--- src/rtl/ioport_pkg.sv ---
package ioport_pkg;
   localparam int SEL_N = 8;
   localparam int OFF_W = 3;
   localparam int CAP_OFF = 4;

   typedef logic [SEL_N-1:0] sel_t;

   function automatic logic [15:0] base_of(input logic [15:0] root,
                                           input logic [15:0] step,
                                           input logic [1:0]  pick);
      return root + step * {14'd0, pick};
   endfunction
endpackage

--- src/rtl/ioport_decode.sv ---
module ioport_decode
   import ioport_pkg::*;
#(
   parameter int ADDR_W    = 16,
   parameter int DEC_W     = 11,
   parameter int BASE_ROOT = 'h300,
   parameter int BASE_STEP = 'h10
) (
   input  logic [ADDR_W-1:0] addr,
   input  logic              aen,
   input  logic [1:0]        base_sel,
   output sel_t              sel
);
   localparam logic [15:0] ROOT16 = BASE_ROOT[15:0];
   localparam logic [15:0] STEP16 = BASE_STEP[15:0];

   logic [15:0] base_full;
   logic        hit;

   always_comb begin
      base_full = base_of(ROOT16, STEP16, base_sel);
      hit       = !aen && (addr[DEC_W-1:OFF_W] == base_full[DEC_W-1:OFF_W]);
      sel       = '0;
      if (hit) sel[addr[OFF_W-1:0]] = 1'b1;
   end

   logic unused_base;
   assign unused_base = ^{base_full[15:DEC_W], base_full[OFF_W-1:0]};

   generate
      if (ADDR_W > DEC_W) begin : g_hi
         logic unused_hi;
         assign unused_hi = ^addr[ADDR_W-1:DEC_W];
      end
   endgenerate
endmodule

--- src/rtl/ioport_rise.sv ---
module ioport_rise #(
   parameter int W = 4
) (
   input  logic         clk,
   input  logic         rst_n,
   input  logic [W-1:0] lvl_n,
   output logic [W-1:0] rise,
   output logic [W-1:0] prev_n
);
   always_ff @(posedge clk or negedge rst_n) begin
      if (!rst_n) prev_n <= '1;
      else        prev_n <= lvl_n;
   end

   assign rise = ~prev_n & lvl_n;
endmodule

--- src/rtl/ioport_chan.sv ---
module ioport_chan #(
   parameter int DATA_W = 8
) (
   input  logic              clk,
   input  logic              rst_n,
   input  logic              wr_load,
   input  logic [DATA_W-1:0] wr_byte,
   input  logic              host_cap,
   input  logic              ext_mode,
   input  logic              ext_rise,
   input  logic [DATA_W-1:0] ext_byte,
   output logic [DATA_W-1:0] out_q,
   output logic [DATA_W-1:0] in_q
);
   logic cap_go;
   assign cap_go = ext_mode ? ext_rise : host_cap;

   always_ff @(posedge clk or negedge rst_n) begin
      if (!rst_n) begin
         out_q <= '0;
         in_q  <= '0;
      end else begin
         if (wr_load) out_q <= wr_byte;
         if (cap_go)  in_q  <= ext_byte;
      end
   end
endmodule

--- src/rtl/ioport_regs.sv ---
module ioport_regs
   import ioport_pkg::*;
#(
   parameter int ADDR_W    = 16,
   parameter int DEC_W     = 11,
   parameter int DATA_W    = 8,
   parameter int NCH       = 2,
   parameter int BASE_ROOT = 'h300,
   parameter int BASE_STEP = 'h10
) (
   input  logic                  clk,
   input  logic                  rst_n,
   input  logic [ADDR_W-1:0]     io_addr,
   input  logic                  io_aen,
   input  logic                  io_rd_n,
   input  logic                  io_wr_n,
   input  logic [DATA_W-1:0]     io_wdata,
   output logic [DATA_W-1:0]     io_rdata,
   output logic                  io_rdata_oe,
   input  logic [1:0]            base_sel,
   input  logic [NCH-1:0]        cap_ext,
   input  logic [NCH-1:0]        ext_stb_n,
   input  logic [NCH*DATA_W-1:0] ext_data,
   output logic [NCH*DATA_W-1:0] out_data
);
   localparam int   EW        = NCH + 2;
   localparam sel_t USED_MASK = sel_t'(((1 << NCH) - 1) | (((1 << NCH) - 1) << CAP_OFF));

   initial begin
      if (NCH < 1 || NCH > CAP_OFF)
         $error("ioport_regs: NCH must be 1..%0d", CAP_OFF);
      if (DEC_W <= OFF_W || DEC_W > ADDR_W || DEC_W > 16)
         $error("ioport_regs: DEC_W out of range");
      if ((BASE_ROOT % SEL_N) != 0 || (BASE_STEP % SEL_N) != 0)
         $error("ioport_regs: base and step must be multiples of %0d", SEL_N);
      if (DATA_W < 1)
         $error("ioport_regs: DATA_W must be positive");
   end

   sel_t sel_now, sel_hold;
   logic [DATA_W-1:0] wbyte_hold;
   logic any_low;

   ioport_decode #(
      .ADDR_W(ADDR_W), .DEC_W(DEC_W),
      .BASE_ROOT(BASE_ROOT), .BASE_STEP(BASE_STEP)
   ) u_dec (
      .addr(io_addr), .aen(io_aen), .base_sel(base_sel), .sel(sel_now)
   );

   logic [EW-1:0] rise, prev_n;
   ioport_rise #(.W(EW)) u_rise (
      .clk(clk), .rst_n(rst_n),
      .lvl_n({ext_stb_n, io_wr_n, io_rd_n}),
      .rise(rise), .prev_n(prev_n)
   );

   logic rd_rise, wr_rise;
   assign rd_rise = rise[0];
   assign wr_rise = rise[1];

   assign any_low = !io_rd_n || !io_wr_n;

   always_ff @(posedge clk or negedge rst_n) begin
      if (!rst_n) begin
         sel_hold   <= '0;
         wbyte_hold <= '0;
      end else begin
         sel_hold <= any_low ? sel_now : '0;
         if (!io_wr_n) wbyte_hold <= io_wdata;
      end
   end

   logic [DATA_W-1:0] in_regs [NCH];

   genvar ch;
   generate
      for (ch = 0; ch < NCH; ch++) begin : g_ch
         ioport_chan #(.DATA_W(DATA_W)) u_chan (
            .clk(clk), .rst_n(rst_n),
            .wr_load(wr_rise && sel_hold[ch]),
            .wr_byte(wbyte_hold),
            .host_cap((wr_rise || rd_rise) && sel_hold[CAP_OFF+ch]),
            .ext_mode(cap_ext[ch]),
            .ext_rise(rise[2+ch]),
            .ext_byte(ext_data[ch*DATA_W +: DATA_W]),
            .out_q(out_data[ch*DATA_W +: DATA_W]),
            .in_q(in_regs[ch])
         );
      end
   endgenerate

   always_comb begin
      io_rdata_oe = 1'b0;
      io_rdata    = '0;
      if (!io_rd_n) begin
         for (int i = 0; i < NCH; i++) begin
            if (sel_now[i]) begin
               io_rdata_oe = 1'b1;
               io_rdata    = io_rdata | in_regs[i];
            end
         end
      end
   end

   logic unused_sel;
   assign unused_sel = ^{(sel_hold & ~USED_MASK), (sel_now & ~USED_MASK), prev_n};
endmodule

--- config.mk ---
export PLATFORM = sky130hd
export DESIGN_NAME = ioport_regs
export DESIGN_NICKNAME = d
export VERILOG_FILES = /design/src/rtl/ioport_pkg.sv /design/src/rtl/ioport_decode.sv /design/src/rtl/ioport_rise.sv /design/src/rtl/ioport_chan.sv /design/src/rtl/ioport_regs.sv
export SDC_FILE = /design/constraint.sdc
export NUM_CORES = 1
export LEC_CHECK = 0
export ABC_AREA = 1
export BUFFER_PORTS_ARGS = -buffer_cell sky130_fd_sc_hd__buf_2
export CORE_ASPECT_RATIO = 1.4
export CORE_MARGIN = 3
export CORE_UTILIZATION = 35
export DETAILED_ROUTE_END_ITERATION = 8
export PLACE_DENSITY = 0.63
export SLEW_MARGIN = 40
export SYNTH_ARGS = -nofsm -noshare
export SYNTH_HDL_FRONTEND = slang
export SYNTH_SLANG_ARGS = --single-unit
--- constraint.sdc ---
create_clock -name clk -period 1.5 [get_ports clk]
set_input_delay 0.075 -clock clk [delete_from_list [all_inputs] [get_ports clk]]
set_output_delay 0.075 -clock clk [all_outputs]
set_load 0.005 [all_outputs]
# Yosys cells after proc, flatten, opt, wreduce, memory -nomap -nowiden
# Index checks and enable logic that the tools add are counted.
# word_totals
output_inout_bits	25
register_bits	50
# classes
n_lt_le_gt_ge	2
eq_ne	1
addsub	1
bitwise	3
reduce_logical	11
muxes	13
# op_table
cell	count
$mux W8	4
$mux W6	2
$add A10 B6 Y11 const A	1
$eq A8 B8 Y1	1
$or A8 B8 Y8	1
$logic_and A1 B1 Y1	6
$mux W1	6
$and A4 B4 Y4	1
$lt A3 B4 Y1 const B	1
$not A4 Y4	1
$demux W1 S3	1
$ge A3 B1 Y1 const B	1
$logic_not A1 Y1	3
$logic_or A1 B1 Y1	2

# Logic depth before layout (Yosys ltp)
# Gate-level depths: netlist of run 1.
# logic_depth
ltp_word	10
ltp_mapped	8

# Hierarchy
# A second synthesis of run 1 with hierarchy kept.
# hier_totals
hier_cells	272
hier_area_um2	2278.4
# modules_own_cells
module	area_per_inst_um2	n_inst	cells_each
ioport_chan	644.4	2	72
ioport_regs	688.2	1	78
ioport_decode	156.4	1	38
ioport_rise	145.1	1	12

# Worst setup path before layout of run 1
# Ideal clock, no wire load.
# synth_path
path_kind	reg2reg
startpoint	reg u_rise.prev_n[1]
endpoint	reg g_ch[0].u_chan.in_q[0]
n_path_buf	1
path_slack_ps	324
required_time_ps	1379
stages_incl_launch_ff	9
period_less_slack_ps	1176
arrival_ps	1056
path_cell_list	dfstp_2 inv_1 nand2_1 o21ai_2 nand2_1 o22ai_4 buf_6 nand2_1 o21ai_1
# synth_between
elab_chain_len	5
# synth_lines
element	line	text
start: declaration	ioport_rise.sv:8	output logic [W-1:0] prev_n
start signal: assignment	ioport_rise.sv:12	else prev_n <= lvl_n;
$not A4 Y4	ioport_rise.sv:15	assign rise = ~prev_n & lvl_n;
$and A4 B4 Y4	ioport_rise.sv:15	
$logic_or A1 B1 Y1	ioport_regs.sv:83	.host_cap((wr_rise || rd_rise) && sel_hold[CAP_OFF+ch]),
$logic_and A1 B1 Y1	ioport_regs.sv:83	
$mux W1	ioport_chan.sv:16	assign cap_go = ext_mode ? ext_rise : host_cap;
end signal: assignment	ioport_chan.sv:24	if (cap_go) in_q <= ext_byte;
end: declaration	ioport_chan.sv:13	output logic [DATA_W-1:0] in_q
# Every way passes these cells.
# A chain may end at the register's enable or synchronous reset.

# Final worst setup path of run 1
# layout_path
startpoint	in io_rd_n
endpoint	reg g_ch[0].u_chan.in_q[3]
# layout_between
elab_chain_len	4
# layout_lines
element	line	text
start: declaration	ioport_regs.sv:15	input logic io_rd_n,
$and A4 B4 Y4	ioport_rise.sv:15	
$logic_or A1 B1 Y1	ioport_regs.sv:83	
$logic_and A1 B1 Y1	ioport_regs.sv:83	
$mux W1	ioport_chan.sv:16	
# Every way passes these cells.

==> impl_metrics.csv, run 1 <==
group,metric,value,unit
placement,port-buffer-count,70,
clock_tree,cts_made_buffers,5,
logic_synthesis,synth_cells,228,
logic_synthesis,ys_seq_area_share,57.14,%
timing,hold_viol,0,
worst_hold_path,worstHoldPathType,"primary input to flop",
global_route,antenna_found_initial,0,
global_route,grt_pass1_wl,7790,µm
timing,finClkSkew,0.007878,ns
worst_hold_path,hold_path_depth,2,
critical_path,startpoint_type,"primary input",
die,core.rowCount,32,
routing,drcViolationCount,0,
logic_synthesis,ys_ff_latch,48,
clock_tree,tritoncts,"built",
logic_synthesis,yosysUniqueCellTypes,22,
clock_tree,cts.sinks,48,
global_route,grt_pass1_vias,1772,
critical_path,worstPathRequired,1.67,ns
final_layout,n_fill_cell,568,
timing,fmax,752.5,MHz
timing,tns,0,ns
placement,place_area,0.002517,mm²
routing,via_per_inst,4.642,
final_layout,syn_to_final_growth,35.03,%
power,irDropWorstVdd,0.0004817,V
logic_synthesis,syn_area,0.002111,mm²
final_layout,final_core_util,50.13,%
global_route,grt.total_usage,13.87,%
timing,fin_crit,1.329,ns
power,power,2.536,mW
die,core_area,0.005685,mm²
timing,rsz0062_at_grt,"false",
critical_path,worstSetupEndpointType,"flop",
routing,firstDrtPassIters,4,
logic_synthesis,avgSynthCellArea,9.258,µm²
critical_path,cp_max_fo,16,
final_layout,layout-drive-gt1-share,29.41,%
global_route,grt_max_degree,49,
timing,slew-limit-headroom,74.50,%
job,cap_violations,0,
timing,tightest_slew,0.3816,ns
logic_synthesis,yosys_warnings,0,
final_layout,antenna_cells,0,
clock_tree,path_clk_slew,0.09,ns
critical_path,criticalPathCategory,"primary input to flop",
critical_path,rr_startpoint,"u_rise.prev_n[1]",
final_layout,fin_nets,373,
run_status,status,"complete, no violations",
placement,dpl.hpwl,3251,µm
die,dieArea,0.007012,mm²
routing,wire_per_inst,11.67,µm
critical_path,reg2reg_depth,8,
final_layout,final_common_cell,"buf_2",
final_layout,final_cell_mix,"buf_2, dfrtp_1, nand2_1",
die,io_pins,76,
power,leakagePower,1.434,nW
clock_tree,cts_root_buf,"clkbuf_8",
timing,drv_slew,0,
critical_path,cp.arrival,1.50,ns
final_layout,final_area,0.002850,mm²
routing,vias,1815,
critical_path,rrSetupSlack,0.21,ns
routing,wl,4564,µm
critical_path,rr_endpoint,"g_ch[0].u_chan.in_q[3]",
die,die_w,71.64,µm
clock_tree,cts_buffer_depth,2,
die,die_y,97.89,µm
power,p_per_area,889.8,mW/mm²
worst_hold_path,worstHoldEndpoint,"sel_hold[0]",
placement,dp_slack,0.1890,ns
routing,ant_nets,0,
logic_synthesis,synth_nets,279,
global_route,overflow,0,
clock_tree,htreeDepth,2,
worst_hold_path,holdCritStartpoint,"io_addr[0]",
die,start_util,37.13,%
timing,setup_viol,0,
timing,period_share,88.60,%
placement,place.gp.congestion,0.8005,
clock_tree,clock_latency,0.29,ns
timing,fin_ws,0.1710,ns
routing,drt_first_iter_violations,81,
logic make-up after synthesis:
logic type,share of synthesized area [%]
AOI/OAI and AO/OA,13.69
buffers and inverters,9.425
DFF,57.14
and+or+nand+nor,19.74
sequential cells by signal, indices dropped and copies added, names as in the netlist:
signal,flops
g_ch.u_chan.in_q,16
g_ch.u_chan.out_q,16
sel_hold,4
u_rise.prev_n,4
wbyte_hold,8
per-layer routing:
layer  global-route usage, %  up-vias  share of wire, %
li1                        -      930                 -
met1                   16.83      808                43
met2                   23.09       71                49
met3                   3.605        6               6.7
met4                   5.644        0               1.6
met5                       0        -                 0
worst max path at each step:
stage,depth (start not counted),end,from
6_report,8,g_ch[0].u_chan.in_q[3],io_rd_n
5_1_grt,9,g_ch[1].u_chan.in_q[4],io_rd_n
4_1_cts,7,g_ch[0].u_chan.in_q[3],io_rd_n
3_5_place_dp,7,io_rdata_oe,io_addr[10]
3_3_place_gp,7,io_rdata_oe,io_addr[3]
2_1_floorplan,8,g_ch[0].u_chan.in_q[0],u_rise.prev_n[1]
power breakdown:
| group | internal (mW) | total, mW | switching (mW) |
|---|---|---|---|
| registers | 1.39 | 1.45 | 0.0521 |
| clock network | 0.376 | 0.775 | 0.398 |
| logic | 0.152 | 0.315 | 0.163 |
critical path, stage by stage:
cell and delay (ns):
dlygate4sd3_1 0.53, clkbuf_4 0.20, inv_1 0.06, o21ai_2 0.13, nand2_1 0.12, o22ai_4 0.16
buf_12 0.15, o21ai_0 0.07
metrics by stage:
step / std cells / hold WS, ns
2_1_floorplan: 228 / -0.2206
3_3_place_gp: 361 / 0.08302
3_5_place_dp: 361 / 0.08083
4_1_cts: 389 / 0.01197
5_1_grt: 391 / 0.02270
6_report: 391 / 0.02449
repair_timing:
action                                  4_1_cts  5_1_grt
resized for setup                             0        1
hold endpoints to repair                     63        0
hold buffers                                 20        0
endpoints found under the setup margin        0       16
buffers inserted                              0        2
synthesized netlist by cell type:
cell type,number,area share (%)
nand4_1,16,4.7
nand3_1,3,0.71
or2_4,1,0.42
nand2_2,1,0.30
buf_6,4,2.1
nand2_1,43,7.6
dfstp_2,4,5.0
o21ai_1,4,0.95
o21ai_2,1,0.42
dfrtp_1,44,52
nor2_4,4,2.1
inv_1,34,6.0
nor2_1,12,2.1
o22ai_4,2,1.9
buf_4,1,0.36
buf_2,3,0.71
a21oi_1,16,3.8
nor3_1,3,0.71
clkbuf_1,1,0.18
o21ai_0,28,6.6
nand3b_1,1,0.36
nor4_1,2,0.59
final cells by class:
type	count	area [µm²]	share of cell area [%]
Sequential cell	48	1206	42.32
Tap cell	68	85.08	2.985
Timing Repair Buffer	96	635.6	22.30
Clock buffer	8	90.09	3.161
Inverter	34	127.6	4.478
Multi-Input combinational cell	137	705.7	24.76
Note: power is estimated with default switching activity, not from simulation.
==> run 2, diff against run 1 <==
--- a/config.mk
+++ b/config.mk
@@ -11,6 +11,7 @@
 export CORE_MARGIN = 3
 export CORE_UTILIZATION = 35
 export DETAILED_ROUTE_END_ITERATION = 8
+export MAX_ROUTING_LAYER = met4
 export PLACE_DENSITY = 0.63
 export SLEW_MARGIN = 40
 export SYNTH_ARGS = -nofsm -noshare
==> constraint.sdc (replaced) <==
create_clock -name clk -period 1.44 [get_ports clk]
set_input_delay 0.288 -clock clk [delete_from_list [all_inputs] [get_ports clk]]
set_output_delay 0.288 -clock clk [all_outputs]
set_load 0.005 [all_outputs]
==> impl_metrics.csv, run 2 (synthesis results as in run 1) <==
group,metric,value,unit
timing,hold_viol,0,
die,die_y,97.89,µm
placement,place.gp.congestion,0.8352,
global_route,grt_max_degree,36,
clock_tree,tritoncts,"built",
final_layout,fin_nets,361,
global_route,grt_pass1_vias,1796,
timing,tns,-0.8740,ns
timing,fin_ws,-0.1375,ns
placement,port-buffer-count,70,
critical_path,worstSetupEndpointType,"primary output",
clock_tree,cts.sinks,48,
clock_tree,cts_root_buf,"clkbuf_8",
routing,met2WireLength,2305,µm
worst_hold_path,holdCritStartpoint,"ext_stb_n[1]",
critical_path,rr_startpoint,"u_rise.prev_n[1]",
die,core_area,0.005685,mm²
final_layout,final_cell_mix,"buf_2, dfrtp_1, nand2_1",
timing,fmax,633.9,MHz
routing,met1_length,1943,µm
global_route,grt_pass1_wl,7693,µm
critical_path,worstPathRequired,1.15,ns
placement,dp_slack,-0.1025,ns
timing,setup_viol,9,
global_route,antenna_found_initial,0,
critical_path,path_buf_inv,2,
global_route,grt.total_usage,13.94,%
timing,fin_crit,1.577,ns
placement,dpl.hpwl,3263,µm
final_layout,largestRegisters,"g_ch.u_chan.in_q (16), g_ch.u_chan.out_q (16), wbyte_hold (8)",
die,core.rowCount,32,
timing,tightest_slew,0.3976,ns
die,io_pins,76,
job,cap_violations,0,
final_layout,antenna_cells,0,
critical_path,startpoint_type,"primary input",
final_layout,layout-drive-gt1-share,37.94,%
timing,drv_slew,0,
die,die_w,71.64,µm
clock_tree,cts_buffer_depth,2,
routing,vias,1760,
final_layout,final_common_cell,"buf_2",
routing,ant_nets,0,
routing,routed.top_layer,"met4",
final_layout,final_area,0.002821,mm²
timing,slew-limit-headroom,73.49,%
critical_path,cp.arrival,1.29,ns
routing,drt_first_iter_violations,118,
die,start_util,37.13,%
critical_path,critPathMaxStageDelay,0.27,ns
power,p_per_area,935.2,mW/mm²
critical_path,critical-path-top-delay-family,"simple AND/OR/NAND/NOR gates",
critical_path,crit_start,"io_addr[1]",
die,dieArea,0.007012,mm²
routing,drcViolationCount,0,
run_status,status,"finished, violations left",
clock_tree,clock_latency,0.29,ns
power,leakagePower,1.423,nW
run_status,failed_checks,"negative setup slack",
power,power,2.639,mW
clock_tree,htreeDepth,2,
global_route,overflow,0,
routing,via_per_inst,4.644,
routing,firstDrtPassIters,4,
routing,route.met3.wl,307,µm
placement,place_area,0.002595,mm²
critical_path,criticalPathCategory,"primary input to primary output",
critical_path,crit_slowest_cell,"or2_4",
power,irDropWorstVdd,0.0004998,V
critical_path,crit_chain,"buf_6 -> or2_4 -> nor2_4 -> nand4_1 -> a21oi_2 -> buf_2",
clock_tree,cts_made_buffers,5,
timing,rsz0062_at_grt,"true",
clock_tree,path_clk_slew,0.08,ns
routing,wire_per_inst,12.11,µm
final_layout,syn_to_final_growth,33.67,%
critical_path,cp_max_fo,8,
final_layout,final_core_util,49.63,%
timing,period_share,109.5,%
worst_hold_path,worstHoldPathType,"primary input to flop",
timing,finClkSkew,0.002564,ns
routing,wl,4591,µm
-- run 2: cell count changes in the layout (fill, tap and decap cells not counted), sizes merged --
| cell | before | now |
|---|---|---|
| buf | 75 | 82 |
| clkbuf | 9 | 7 |
| clkinv | 0 | 2 |
| dlygate4sd3 | 20 | 1 |
-- run 2: path summary, 6_finish.rpt --
check | endpoint | slack [ns] | depth (start not counted)
min in group asynchronous | g_ch[0].u_chan.out_q[2] | 0.42 | 2
setup / recovery | io_rdata[2] | -0.14 | 6
hold reg to reg | g_ch[0].u_chan.out_q[4] | 0.48 | 2
hold / removal | u_rise.prev_n[3] | 0.1 | 1
setup reg to reg | g_ch[1].u_chan.in_q[0] | 0.19 | 6
max in group asynchronous | u_rise.prev_n[3] | 0.47 | 3
-- run 2: cell type report --
type	instances	area [µm²]
fill	557	2864
sequential	48	1206
multi-input combinational	137	759.5
timing repair buffer	84	550.5
inverter	34	127.6
tap	68	85.08
clock buffer	6	82.58
clock inverter	2	10.01
-- run 2: where the power goes --
group	switching, mW	total (mW)	internal [mW]	leakage, nW
combinational	0.174	0.320	0.146	0.765
clock	0.422	0.805	0.384	0.0510
sequential	0.0602	1.51	1.45	0.607
-- run 2: per-stage QoR --
stage	instances	hold WS, ns
final	379	0.09954
after detailed placement	368	0.2104
after global placement	368	0.2103
after floorplan	228	-0.007591
after CTS	378	0.08486
after global routing	379	0.07804
-- run 2: timing repair --
item | 4_1_cts | 5_1_grt
buffers inserted | 1 | 0
hold buffers | 1 | 0
endpoints found under the setup margin | 9 | 9
resized for setup | 3 | 20
hold endpoints to repair | 12 | 0
pin swaps | 21 | 18
gates cloned | 0 | 1
-- run 2: worst register-to-register path: cells and delay by family, from the launching register on --
kind	cells	cell delay, ns
AO/OA/AOI/OAI	3	0.51
buffers and inverters	1	0.07
flip-flops	1	0.37
AND/OR/NAND/NOR	2	0.17
-- run 2: routing by layer --
layer / vias to the layer above / global-route usage, %
li1: 908 / -
met3: 4 / 3.605
met4: 0 / 3.618
met2: 71 / 23.23
met1: 777 / 16.60
met5: - / -
